[src/rtl/mmio_pkg.sv]
package mmio_pkg;

  typedef enum logic [2:0] {
    TGT_NONE,
    TGT_RAM,
    TGT_RX_CNT,
    TGT_RX_DATA,
    TGT_TX_DATA,
    TGT_RSVD
  } tgt_e;

  // lowest enabled byte lane of a store word
  function automatic logic [7:0] pick_lane(input logic [31:0] word,
                                           input logic [3:0]  mask);
    logic [7:0] b;
    b = 8'h00;
    for (int k = 3; k >= 0; k--) begin
      if (mask[k]) b = word[8*k +: 8];
    end
    return b;
  endfunction

endpackage

[src/rtl/mmio_decode.sv]
module mmio_decode
  import mmio_pkg::*;
#(
  parameter logic [31:0] DEV_BASE  = 32'h8000_0000,
  parameter logic [31:0] RAM_TOP   = 32'h0004_0000,
  parameter int          NUM_SLOTS = 8,
  parameter int          SLOT_RXC  = 1,
  parameter int          SLOT_RXD  = 2,
  parameter int          SLOT_TX   = 3
) (
  input  logic [31:0] addr,
  output tgt_e        tgt,
  output logic        in_win
);
  localparam int          SLOT_W    = $clog2(NUM_SLOTS);
  localparam logic [29:0] BASE_WORD = DEV_BASE[31:2];
  localparam logic [29:0] SLOT_LIM  = 30'(NUM_SLOTS);

  logic [29:0]       word;
  logic [29:0]       offset;
  logic [SLOT_W-1:0] slot;

  assign word   = addr[31:2];
  assign offset = word - BASE_WORD;
  assign slot   = offset[SLOT_W-1:0];
  assign in_win = (word >= BASE_WORD) && (offset < SLOT_LIM);

  always_comb begin
    if (addr < RAM_TOP)       tgt = TGT_RAM;
    else if (!in_win)         tgt = TGT_NONE;
    else if (32'(slot) == SLOT_RXC) tgt = TGT_RX_CNT;
    else if (32'(slot) == SLOT_RXD) tgt = TGT_RX_DATA;
    else if (32'(slot) == SLOT_TX)  tgt = TGT_TX_DATA;
    else                      tgt = TGT_RSVD;
  end
endmodule

[src/rtl/mmio_tx_port.sv]
module mmio_tx_port
  import mmio_pkg::*;
(
  input  logic        clk,
  input  logic        rst_n,
  input  logic        sel,
  input  logic        we,
  input  logic [31:0] wdata,
  input  logic [3:0]  wmask,
  input  logic        tx_full,
  output logic        tx_push,
  output logic [7:0]  tx_byte,
  output logic        tx_busy
);
  logic store_req;

  assign store_req = sel && we && (|wmask);
  assign tx_busy   = store_req && tx_full;
  assign tx_push   = store_req && !tx_full;
  assign tx_byte   = pick_lane(wdata, wmask);

  assert_push_room_R4: assert property (@(posedge clk) disable iff (!rst_n)
    tx_push |-> !tx_full);
  assert_push_or_stall_R4: assert property (@(posedge clk) disable iff (!rst_n)
    !(tx_push && tx_busy));
  assert_empty_mask_R3: assert property (@(posedge clk) disable iff (!rst_n)
    (wmask == 4'b0000) |-> !tx_push);
endmodule

[src/rtl/mmio_rx_port.sv]
module mmio_rx_port #(
  parameter int CNT_W = 10
) (
  input  logic             clk,
  input  logic             rst_n,
  input  logic             sel_data,
  input  logic             sel_cnt,
  input  logic             re,
  input  logic             rx_empty,
  input  logic [7:0]       rx_byte,
  input  logic [CNT_W-1:0] rx_count,
  output logic             rx_pop,
  output logic             rx_busy,
  output logic [31:0]      rd_word
);
  logic data_req;

  assign data_req = sel_data && re;
  assign rx_busy  = data_req && rx_empty;
  assign rx_pop   = data_req && !rx_empty;

  always_comb begin
    rd_word = 32'h0;
    if (rx_pop)            rd_word = {24'h0, rx_byte};
    else if (sel_cnt && re) rd_word = 32'(rx_count);
  end

  assert_pop_has_data_R5: assert property (@(posedge clk) disable iff (!rst_n)
    rx_pop |-> !rx_empty);
  assert_empty_stalls_R6: assert property (@(posedge clk) disable iff (!rst_n)
    (data_req && rx_empty) |-> (rx_busy && !rx_pop));
  assert_count_no_pop_R7: assert property (@(posedge clk) disable iff (!rst_n)
    sel_cnt |-> !rx_pop);
endmodule

[src/rtl/mmio_router.sv]
module mmio_router
  import mmio_pkg::*;
#(
  parameter logic [31:0] DEV_BASE  = 32'h8000_0000,
  parameter logic [31:0] RAM_TOP   = 32'h0004_0000,
  parameter int          NUM_SLOTS = 8,
  parameter int          CNT_W     = 10
) (
  input  logic             clk,
  input  logic             rst_n,
  input  logic [31:0]      cpu_addr,
  input  logic [31:0]      cpu_wdata,
  input  logic [3:0]       cpu_wmask,
  input  logic             cpu_we,
  input  logic             cpu_re,
  output logic [31:0]      cpu_rdata,
  output logic             cpu_busy,
  output logic             dev_sel,
  input  logic             tx_full,
  output logic             tx_push,
  output logic [7:0]       tx_byte,
  input  logic             rx_empty,
  input  logic [7:0]       rx_byte,
  input  logic [CNT_W-1:0] rx_count,
  output logic             rx_pop
);
  tgt_e        tgt;
  logic        in_win;
  logic        tx_busy;
  logic        rx_busy;
  logic [31:0] rx_word;

  mmio_decode #(
    .DEV_BASE (DEV_BASE),
    .RAM_TOP  (RAM_TOP),
    .NUM_SLOTS(NUM_SLOTS),
    .SLOT_RXC (1),
    .SLOT_RXD (2),
    .SLOT_TX  (3)
  ) u_decode (
    .addr  (cpu_addr),
    .tgt   (tgt),
    .in_win(in_win)
  );

  mmio_tx_port u_tx (
    .clk    (clk),
    .rst_n  (rst_n),
    .sel    (tgt == TGT_TX_DATA),
    .we     (cpu_we),
    .wdata  (cpu_wdata),
    .wmask  (cpu_wmask),
    .tx_full(tx_full),
    .tx_push(tx_push),
    .tx_byte(tx_byte),
    .tx_busy(tx_busy)
  );

  mmio_rx_port #(.CNT_W(CNT_W)) u_rx (
    .clk     (clk),
    .rst_n   (rst_n),
    .sel_data(tgt == TGT_RX_DATA),
    .sel_cnt (tgt == TGT_RX_CNT),
    .re      (cpu_re),
    .rx_empty(rx_empty),
    .rx_byte (rx_byte),
    .rx_count(rx_count),
    .rx_pop  (rx_pop),
    .rx_busy (rx_busy),
    .rd_word (rx_word)
  );

  assign dev_sel   = in_win;
  assign cpu_busy  = tx_busy | rx_busy;
  assign cpu_rdata = cpu_re ? rx_word : 32'h0;

  assert_busy_needs_req_R10: assert property (@(posedge clk) disable iff (!rst_n)
    cpu_busy |-> (cpu_we || cpu_re));
  assert_ram_unclaimed_R1: assert property (@(posedge clk) disable iff (!rst_n)
    (cpu_addr < RAM_TOP) |-> (!dev_sel && !tx_push && !rx_pop && !cpu_busy));
  assert_strobe_in_window_R11: assert property (@(posedge clk) disable iff (!rst_n)
    (tx_push || rx_pop) |-> dev_sel);
endmodule

[config.mk]
export PLATFORM = sky130hd
export DESIGN_NAME = mmio_router
export DESIGN_NICKNAME = d
export VERILOG_FILES = /design/src/rtl/mmio_pkg.sv /design/src/rtl/mmio_decode.sv /design/src/rtl/mmio_tx_port.sv /design/src/rtl/mmio_rx_port.sv /design/src/rtl/mmio_router.sv
export SDC_FILE = /design/constraint.sdc
export NUM_CORES = 1
export LEC_CHECK = 0
export CORE_AREA = 5 5 50 52
export DETAILED_ROUTE_END_ITERATION = 7
export DIE_AREA = 0 0 55 57
export DONT_BUFFER_PORTS = 1
export PLACE_DENSITY_LB_ADDON = 0.12
export RECOVER_POWER = 100
export SETUP_SLACK_MARGIN = 0.05
export SLEW_MARGIN = 20
export SYNTH_ARGS = -nofsm -noshare
export SYNTH_HDL_FRONTEND = slang
export SYNTH_SLANG_ARGS = --single-unit
[constraint.sdc]
create_clock -name vclk -period 0.84
set_input_delay 0 -clock vclk [all_inputs]
set_output_delay 0 -clock vclk [all_outputs]
set_load 0.01 [all_outputs]
==> results of run 1 <==
what timing repair did:
item,CTS,global route
buffers inserted,2,0
hold buffers,0,0
setup endpoints to repair,14,21
resized for setup,5,12
pin swaps,3,12
cloned,0,1
area by class of cell:
type	count	area (sq um)	area share, %
well taps	28	35.0	2.93
inverters	1	3.75	0.314
repair buffers	17	203	17.0
multi-input cells	109	953	79.8
stage by stage:
step           TNS (ns)  std cells  power [mW]  util (%)  setup slack, ns
6_report          -2.27        155       0.295      57.9           -0.240
5_1_grt           -3.08        155       0.321      57.9           -0.297
2_1_floorplan     -1.87        138       0.356         -           -0.196
4_1_cts           -2.46        154       0.300      54.6           -0.249
3_5_place_dp      -2.48        152       0.292      51.2           -0.271
3_3_place_gp      -2.44        152       0.286      51.2           -0.259
power by group:
part / switching, mW / leakage, nW / internal, mW
logic: 0.175 / 0.544 / 0.120
clock network: 0 / 0 / 0
registers: 0 / 0 / 0
critical path: cells and delay by family:
kind                   cells  cell delay [ns]
buffers and inverters      2             0.35
AND/OR/NAND/NOR            3             0.72
synthesized netlist by cell type (2+ instances only):
cell type  instances
nand3_1            3
nor4_2             2
o31ai_1            7
nand2b_1           2
nand2_1           12
clkbuf_1           3
a21oi_1            2
mux2i_1            8
buf_2              2
a221oi_1           7
buf_4             22
nor3_1             3
nor2b_1           17
nor4_1            12
how the worst max path moves through the flow:
stage,startpoint,cells past startpoint,endpoint
finish,cpu_addr[19],5,tx_push
detailed placement,cpu_addr[22],5,cpu_rdata[3]
floorplan,cpu_addr[22],4,cpu_rdata[4]
global placement,cpu_addr[22],5,cpu_rdata[6]
global route,cpu_addr[20],5,tx_push
CTS,cpu_addr[22],5,cpu_rdata[3]
routing by layer:
| metal | track usage [%] | vias up | part of all wire, % |
|---|---|---|---|
| met3 | 4.70 | 0 | 16 |
| met5 | 0 | - | 0 |
| met1 | 17.3 | 417 | 32 |
| met4 | 0.347 | 0 | 0 |
| met2 | 30.4 | 74 | 52 |
| li1 | - | 423 | - |
logic make-up (layout without fill, tap and decap cells):
| group | count (synthesis) | after routing | share of synthesized area (%) |
|---|---|---|---|
| XOR/XNOR | 1 | 1 | 1.07 |
| AND/OR/NAND/NOR | 59 | 59 | 46.4 |
| AO/OA/AOI/OAI | 19 | 19 | 17.7 |
| multiplexers | 8 | 8 | 9.77 |
| other | 1 | 22 | 0.458 |
| buffers and inverters | 29 | 18 | 24.6 |
==> out/results.txt, run 1 <==
outcome: finished, violations left
failing checks: setup timing
minimum hold slack: 0.103 ns
Worst path slowest cell: nor4_4
max incr delay on CP: 0.31 ns
sequential cells: 0
Core Box Area: 2060 sq um
CP endpoint kind: output port
unrepaired setup endpoints after global routing: true
CP max FO: 7
Final Hold Vio Count: 0
top cell type's share of synthesized area: 20.2%
synthesized cell area: 820 sq um
critical-path cell list: nor4_4 -> nand4_4 -> buf_12 -> nor4_4 -> buf_4
most used cell, CP: nor4_4
Finished Cell Area: 1190 sq um
number of max-slew violations in the final report: 0
total grt overflow: 0
MaxCap Viol Count: 0
gpl congestion: 0.703
filler cell count in the final layout: 188
Layout area overhead: 45.8%
CP Data Required Time: 0.84 ns
Hold Crit Depth: 1
Final period util: 129%
HP Class: in -> out
antenna violations before repair: 0
WL/cell: 20.1 microns
f_max: 926 MHz
share of cells above drive strength 1: 32.3%
std cell rows: 17
P_leak: 0.544 nW
routed vias/inst: 5.90
cell area after placement: 1060 sq um
Detailed Place HPWL: 2450 microns
PnR worst setup slack: -0.240 ns
DRC viols: 0
Final min period: 1.08 ns
most common library cell in the layout ignoring fill and taps: conb_1
cell area power density: 247 nW/um^2
vias in the first global route: 876
startpoint type of the worst setup path: input pin
Synth area leader: buf_4
clkbuf count: 0
worst setup path category: in -> out
antenna fix cells: 0
Top Ports: 136
cell count after synthesis: 117
DRT antenna net count: 0
final-report setup violation count: 14
# nets final: 221
WL final: 3110 microns
Starting Density: 39.7%
Warnings, synthesis: 0
drt first-iter violations: 18
DRT Pass-1 Iters: 4
top cells by area, synth: buf_4 (20%), nor2b_1 (13%), mux2i_1 (9.8%)
Die ar.: 3140 sq um
first-pass GRT wire length: 3980 microns
Hold Crit Start: cpu_wmask[0]
GR Util All Layers: 15.8%
post-synthesis sequential area ratio: 0%
DR vias: 914
synth unique cells: 29
Critical Path AT: 1.08 ns
most frequent cells in the layout: conb_1 (22), nor2b_1 (16), nor4_4 (15)
synthesized area per cell: 7.00 sq um
Hold EP: tx_byte[4]
Die Wd: 55 microns
largest net degree at the start of global routing: 18
Peak VDD IR: 166 uV
chip height: 57 microns
Reg area: 0 sq um
PortBufs: 0
Power figures use the tool's default switching activity.
==> run 2, diff against run 1 <==
--- a/config.mk
+++ b/config.mk
@@ -10,9 +10,8 @@
 export DIE_AREA = 0 0 55 57
 export DONT_BUFFER_PORTS = 1
 export PLACE_DENSITY_LB_ADDON = 0.12
-export RECOVER_POWER = 100
 export SETUP_SLACK_MARGIN = 0.05
-export SLEW_MARGIN = 20
+export SLEW_MARGIN = 10
 export SYNTH_ARGS = -nofsm -noshare
 export SYNTH_HDL_FRONTEND = slang
 export SYNTH_SLANG_ARGS = --single-unit
==> run 2 against run 1 <==
  * Cell count is the same
  * Critical endpoint unchanged
  * Highest routed layer unchanged
  * Critical path type unchanged
  * First-iteration DRC count rose by 44%
  * Utilization increased by 1.7 points
  * Routed wire length decreased by 0.39%
  * The flow still finishes with violations (setup timing)
  * Final area rose by 2.9%
  * Critical path depth did not move
==> out/results.txt, run 2 (synthesis gave the netlist of run 1 again) <==
outcome: finished, violations left
failing checks: setup timing
MaxCap Viol Count: 0 (unchanged)
Top Ports: 136 (unchanged)
PnR worst setup slack: -0.240 ns (-0.000290 ns)
antenna fix cells: 0 (unchanged)
Hold Crit Start: cpu_wmask[0]
cell area power density: 255 nW/um^2 (+3.3%)
most frequent cells in the layout: conb_1 (22), nor2b_1 (16), nor4_4 (15)
drt first-iter violations: 26 (+8)
share of cells above drive strength 1: 37.8% (+5.5 points)
P_leak: 0.553 nW (+1.7%)
PortBufs: 0 (unchanged)
hold-fix buffers at CTS: 0 (unchanged)
critical path launch point: cpu_addr[19]
WL final: 3100 microns (-0.39%)
Detailed Place HPWL: 2450 microns (unchanged)
Peak VDD IR: 172 uV (+3.5%)
Die Wd: 55 microns (unchanged)
final-report setup violation count: 14 (unchanged)
gpl congestion: 0.703 (unchanged)
Core Box Area: 2060 sq um (unchanged)
Final min period: 1.08 ns (+0.000290 ns)
routed vias/inst: 5.97 (+1.2%)
WL/cell: 20.0 microns (-0.39%)
HP Class: in -> out
number of max-slew violations in the final report: 0 (unchanged)
std cell rows: 17 (unchanged)
sequential cells: 0 (unchanged)
PnR Total Power: 314 uW (+6.4%)
largest net degree at the start of global routing: 18 (unchanged)
Reg area: 0 sq um (unchanged)
Layout area overhead: 50.1%
Critical Path AT: 1.08 ns (about the same)
most common library cell in the layout ignoring fill and taps: conb_1
DR vias: 925 (+1.2%)
CP max FO: 7 (unchanged)
dpl ws: -0.271 ns (unchanged)
Final Hold Vio Count: 0 (unchanged)
Final period util: 129% (about the same)
Die ar.: 3140 sq um (unchanged)
DRC viols: 0 (unchanged)
unrepaired setup endpoints after global routing: true
vias in the first global route: 876 (unchanged)
filler cell count in the final layout: 182 (-3.2%)
startpoint type of the worst setup path: input pin
first-pass GRT wire length: 3980 microns (unchanged)
clkbuf count: 0 (unchanged)
worst setup path category: in -> out
DRT Pass-1 Iters: 4 (unchanged)
f_max: 926 MHz (about the same)
chip height: 57 microns (unchanged)
CP Data Required Time: 0.84 ns (about the same)
Starting Density: 39.7% (unchanged)
total grt overflow: 0 (unchanged)
antenna violations before repair: 0 (unchanged)
# nets final: 221 (unchanged)
non-filler instance count after layout: 155 (unchanged)
CP endpoint kind: output port
GR Util All Layers: 15.8% (unchanged)
placed insts: 152 (unchanged)
DRT antenna net count: 0 (unchanged)
## run 2: power by group
group	internal (mW)	switching, mW
sequential	0	0
clock	0	0
combinational	0.131	0.182
## run 2: final timing paths
check / endpoint / cells after the start
max: tx_push / 5
min: tx_byte[4] / 1
## run 2: final cells by class
class	count	area (sq um)	share of cell area [%]
inverter	1	3.75	0.305
multi-input combinational	109	988	80.4
tap	28	35.0	2.85
timing repair buffer	17	203	16.5
## run 2: stage by stage
stage	TNS [ns]	utilization (%)	area [sq um]	hold slack (ns)
floorplan	-1.87	-	1080	0.0338
global placement	-2.44	51.2	1060	0.0780
detailed placement	-2.48	51.2	1060	0.0777
CTS	-2.46	54.6	1130	0.0777
global route	-3.08	59.6	1230	0.0770
finish	-2.28	59.6	1230	0.0696
## run 2: routing by layer
layer,wire (microns),share of wire [%],GRT usage (%)
met3,454,15,4.70
met1,990,32,17.3
met4,0,0,0.347
met5,0,0,0
met2,1650,53,30.4
## run 2: repair_timing
item                                    in CTS  in global routing
pin swaps                                    3                 12
endpoints found under the setup margin      14                 21
resized for setup                            5                 12
buffers inserted                             2                  0
gates cloned                                 0                  1
## run 2: critical path, cell delays in order
cell and delay (ns):
nor4_4 0.31, nand4_4 0.17, buf_12 0.19, nor4_4 0.24, buf_4 0.16
